File: src/rtl/crc8_chk_pkg.sv
package crc8_chk_pkg;

  localparam logic [7:0] CRC_SEED = 8'hFF;

  // One byte step of CRC-8, polynomial 0x07, MSB first, written as a flat XOR network
  function automatic logic [7:0] crc8_fold(input logic [7:0] cur, input logic [7:0] dat);
    logic [7:0] x;
    logic [7:0] n;
    x    = cur ^ dat;
    n[0] = x[0] ^ x[6] ^ x[7];
    n[1] = x[0] ^ x[1] ^ x[6];
    n[2] = x[0] ^ x[1] ^ x[2] ^ x[6];
    n[3] = x[1] ^ x[2] ^ x[3] ^ x[7];
    n[4] = x[2] ^ x[3] ^ x[4];
    n[5] = x[3] ^ x[4] ^ x[5];
    n[6] = x[4] ^ x[5] ^ x[6];
    n[7] = x[5] ^ x[6] ^ x[7];
    return n;
  endfunction

endpackage

File: src/rtl/crc8_accum.sv
module crc8_accum
  import crc8_chk_pkg::*;
(
  input  logic       clk,
  input  logic       rst,
  input  logic       start,
  input  logic       busy,
  input  logic       dv,
  input  logic       dlast,
  input  logic [7:0] rd_data,
  output logic       crc_ok,
  output logic [7:0] crc_value
);

  logic [7:0] run_q, res_q;
  logic       ok_q;

  always_ff @(posedge clk) begin
    if (rst) begin
      run_q <= CRC_SEED;
      res_q <= 8'h00;
      ok_q  <= 1'b0;
    end else if (start) begin
      run_q <= CRC_SEED;
      ok_q  <= 1'b0;
    end else if (dv) begin
      if (dlast) begin
        res_q <= run_q;
        ok_q  <= (run_q == rd_data);
      end else begin
        run_q <= crc8_fold(run_q, rd_data);
      end
    end
  end

  assign crc_ok    = ok_q;
  assign crc_value = res_q;

  AST_FOLD_IN_SCAN: assert property (@(posedge clk) disable iff (rst)
    dv |-> busy);
  AST_RESULT_HOLD: assert property (@(posedge clk) disable iff (rst)
    (!busy && !$past(busy)) |-> $stable(crc_value));

endmodule

File: config.mk
export PLATFORM = sky130hd
export DESIGN_NAME = crc8_accum
export DESIGN_NICKNAME = d
export VERILOG_FILES = /design/src/rtl/crc8_chk_pkg.sv /design/src/rtl/crc8_accum.sv
export SDC_FILE = /design/constraint.sdc
export NUM_CORES = 1
export LEC_CHECK = 0
export ABC_AREA = 0
export BUFFER_PORTS_ARGS = -buffer_cell sky130_fd_sc_hd__buf_2
export CORE_MARGIN = 4
export CORE_UTILIZATION = 44
export DETAILED_ROUTE_END_ITERATION = 8
export HOLD_SLACK_MARGIN = 0.06
export PLACE_DENSITY = 0.7
export SYNTH_ARGS = -nofsm -noshare
export SYNTH_HDL_FRONTEND = slang
export SYNTH_SLANG_ARGS = --single-unit
export TNS_END_PERCENT = 30
File: constraint.sdc
create_clock -name clk -period 2.4 [get_ports clk]
set_clock_uncertainty 0.05 [all_clocks]
set_input_delay 0.72 -clock clk [delete_from_list [all_inputs] [get_ports clk]]
set_output_delay 0.72 -clock clk [all_outputs]
set_load 0.02 [all_outputs]
-- Word level (Yosys, flattened, before mapping)
Cells that the tools add are included.
- register bits after elaboration: 17
- logic and storage cells: 28
- input bits: 14
- output and inout bits: 9
- bitwise operators: 20
- reduce and logical (&&, ||, !) cells: 4
- equal/unequal tests: 1
- operators by type and width (kind ; number):
    XOR 1 bit ; 17
    == test 8 bit ; 1
    XOR 8 bit ; 1
    AND reduction 2 bit ; 2
    AND reduction 3 bit ; 1
    NOT 1 bit ; 2
    OR reduction 2 bit ; 1

-- Longest topological paths before layout
- depth after elaboration: 4
- gate-level depth with buffers: 6

-- Worst setup path before layout
OpenSTA, ideal clock, no wires.
- path type: input -> register
- start: input rd_data[1]
- end: register run_q[2]
- library setup time: 0.062 ns
- path buffers: 0
- required time: 2.288 ns
- data arrival time: 2.020 ns
- path slack: 0.267 ns
- stages on the path: 6
- cells stage by stage: xnor2_1 ha_1 xnor3_1 xor2_1 or3_1 nand3_1
- cells in the longest elaborated chain, start to end: 4
- RTL lines (element ; RTL line ; text):
    start: declaration ; crc8_accum.sv:10 ; input logic [7:0] rd_data,
    XOR 8 bit ; crc8_chk_pkg.sv:9 ; x = cur ^ dat;
    XOR 1 bit (3 in a row) ; crc8_chk_pkg.sv:12 ; n[2] = x[0] ^ x[1] ^ x[2] ^ x[6];
    end signal: assignment ; crc8_accum.sv:31 ; run_q <= crc8_fold(run_q, rd_data);
    end: declaration ; crc8_accum.sv:15 ; logic [7:0] run_q, res_q;
No other way between the ends.
A chain may end at the register's enable or synchronous reset.

-- Worst setup path in the final report
- start: input rd_data[0]
- end: register run_q[2]
Same word-level chain as after synthesis.

==> qor.yml <==
pwr:
  seqPwrFrac_pct: 49.9
  pwr-share-comb_pct: 25.1
  swShare_pct: 27.9
  p_leak_uw: 0.000534
  switching_power_uw: 171
  power.internal_uw: 440
  power_frac_clock_pct: 24.9
  power_density_nw_per_um2: 572
  vdd_ir_drop_max_mv: 0.445
floorplanning:
  rows: 16
  core_area_um2: 1960
  ios: 23
  die_area_um2: 2870
  dieHeight_um: 53.6
  start_util_pct: 46.6
  fp.dieW_um: 53.6
cells_and_area:
  layout.cells.non_filler: 136
  final_common_cell: "buf_2"
  nNetsFinal: 126
  final_core_util_pct: 54.4
  final_cell_mix: "buf_2, dfxtp_1, nor2_1"
  syn2layout_area_growth_pct: 16.8
  antenna_cells: 0
  drive_gt1_share_pct: 26.6
synthesis:
  postSynth.asyncResetShare_pct: 0
  ys_ff_latch: 17
  synth_nets: 103
  yosys.area.top_type: "dfxtp_1"
  synthTopCellsByArea: "dfxtp_1, xnor3_1, mux2i_1"
  synth-warning-count: 0
  yosysUniqueCellTypes: 21
  synth_edf_count: 0
  synth_area_um2: 913
  netlist_instances: 87
  yosysTopAreaCellShare_pct: 37.3
  ys.flop_type: "dfxtp_1"
  syn_area_per_cell_um2: 10.5
  ys_seq_area_share_pct: 37.3
flow_run:
  maxCapViolations: 0
routing:
  drt_iter0_markers: 9
  drc: 0
  drt-total-wl_um: 1630
  drt-met1-wl_um: 769
  highest_layer: "met4"
  dr.pass1.iters: 4
  postRouteAntennaNets: 0
  via_count: 664
  vias_per_cell: 4.88
  dr_wl_met3_um: 97
  met2_length_um: 759
  routedWlPerCell_um: 12.0
cts:
  clock_sinks: 17
  clk_pin_slew_ps: 100
  clock-root-buffer: "clkbuf_4"
  post_cts_resized: 0
  clk_path_buf_depth: 2
  cts_buffers: 3
  tritoncts: "done"
  post-cts-setup-buffer-count: 0
  htreeDepth: 1
  cts_hold_buf: 0
  clk-insertion-delay-late_ps: 290
sta:
  rsz0062_at_grt: "no"
  tns_ps: 0
  setup_viol: 0
  fin_crit_sh_pct: 84.8
  fin_crit_ps: 2040
  max_clock_freq_mhz: 491
  hold_violations: 0
  relSlewSlack_pct: 63.5
  max_slew.worst_pin.slew_ps: 546
  slew_violations: 0
global_route:
  grt_pass1_vias: 578
  grt_overflow: 0
  track_usage_pct: 12.7
  grt_max_degree: 17
  antenna_found_initial: 0
  grt_pass1_wl_um: 2480
setup_path:
  required_ps: 2590
  end_kind: "register"
  crit_type: "input port to register"
  critical_path.startpoint_type: "input port"
  crit_fanout: 2
  crit_arrival_ps: 2220
placement:
  dp_cells: 132
  io_buffers: 21
  place_congestion: 0.745
  hpwl_um: 1320
min_path:
  hp-class: "register to register"
outcome:
  status: "complete, no violations"
-- Yosys cell counts, types with 2 or more instances --
cell type / instances
o21ai_0: 6
clkbuf_1: 2
ha_1: 2
dfxtp_1: 17
nand2_1: 4
xnor2_2: 2
xnor3_1: 5
nor2_1: 10
mux2i_1: 8
xnor2_1: 9
nand3_1: 6
or3_1: 6
o211ai_1: 2
-- path summary, 6_finish.rpt --
| kind | end | cells past startpoint | from | slack, ps |
|---|---|---|---|---|
| setup / recovery | run_q[2] | 7 | rd_data[0] | 360 |
| hold / removal | crc_value[4] | 2 | crc_value[4] | 450 |
| setup reg to reg | run_q[2] | 6 | run_q[0] | 520 |
| hold reg to reg | crc_value[4] | 2 | crc_value[4] | 450 |
-- kinds of logic (layout without fill, tap and decap cells) --
kind of cell             count (synthesis)  in the layout  synth area share (%)
buffers and inverters                    3             25                  1.37
adder cells (fa/ha/maj)                  2              2                  2.74
XOR/XNOR                                18             18                  28.1
multiplexers                             8              8                  8.77
flip-flops                              17             17                  37.3
AND/OR/NAND/NOR                         30             30                  15.9
AO/OA/AOI/OAI                            9              9                  5.89
-- sequential cells by signal (all words and copies together), names as in the netlist --
signal,flops
crc_value,8
run_q,8
crc_ok,1
-- per-layer routing --
metal | global-route usage, % | vias to the layer above
met5 | 0 | -
met1 | 16.8 | 297
met3 | 2.77 | 2
met2 | 19.4 | 16
met4 | 6.38 | 0
li1 | - | 349
-- area by class of cell --
type                       count  area [um2]
fill                         206         895
clock inverter                 1        5.00
timing repair buffer          21         105
tap                           27        33.8
multi-input combinational     67         561
clock buffer                   3        22.5
sequential                    17         340
-- critical path, stage by stage --
cell and delay [ps]:
buf_2 110, xnor2_1 180, ha_1 280, xnor3_1 380, xor2_1 160, or3_1 300, nand3_1 80
-- power groups by stage --
stage               Combinational, uW  Clock, uW  Sequential (uW)
finish                            153        152              305
global route                      169        169              306
CTS                               156        159              305
detailed placement                155          0              312
global placement                  150          0              311
floorplan                         110          0              319
-- stage by stage --
stage          total power, uW  area (um2)  worst slack, ps  hold WS, ps
2_1_floorplan              428         913              267          438
3_3_place_gp               461        1040             96.5          420
3_5_place_dp               466        1040             62.3          428
4_1_cts                    620        1070              367          453
5_1_grt                    644        1070              295          474
6_report                   610        1070              364          448
(Power assumes the default switching activity.)
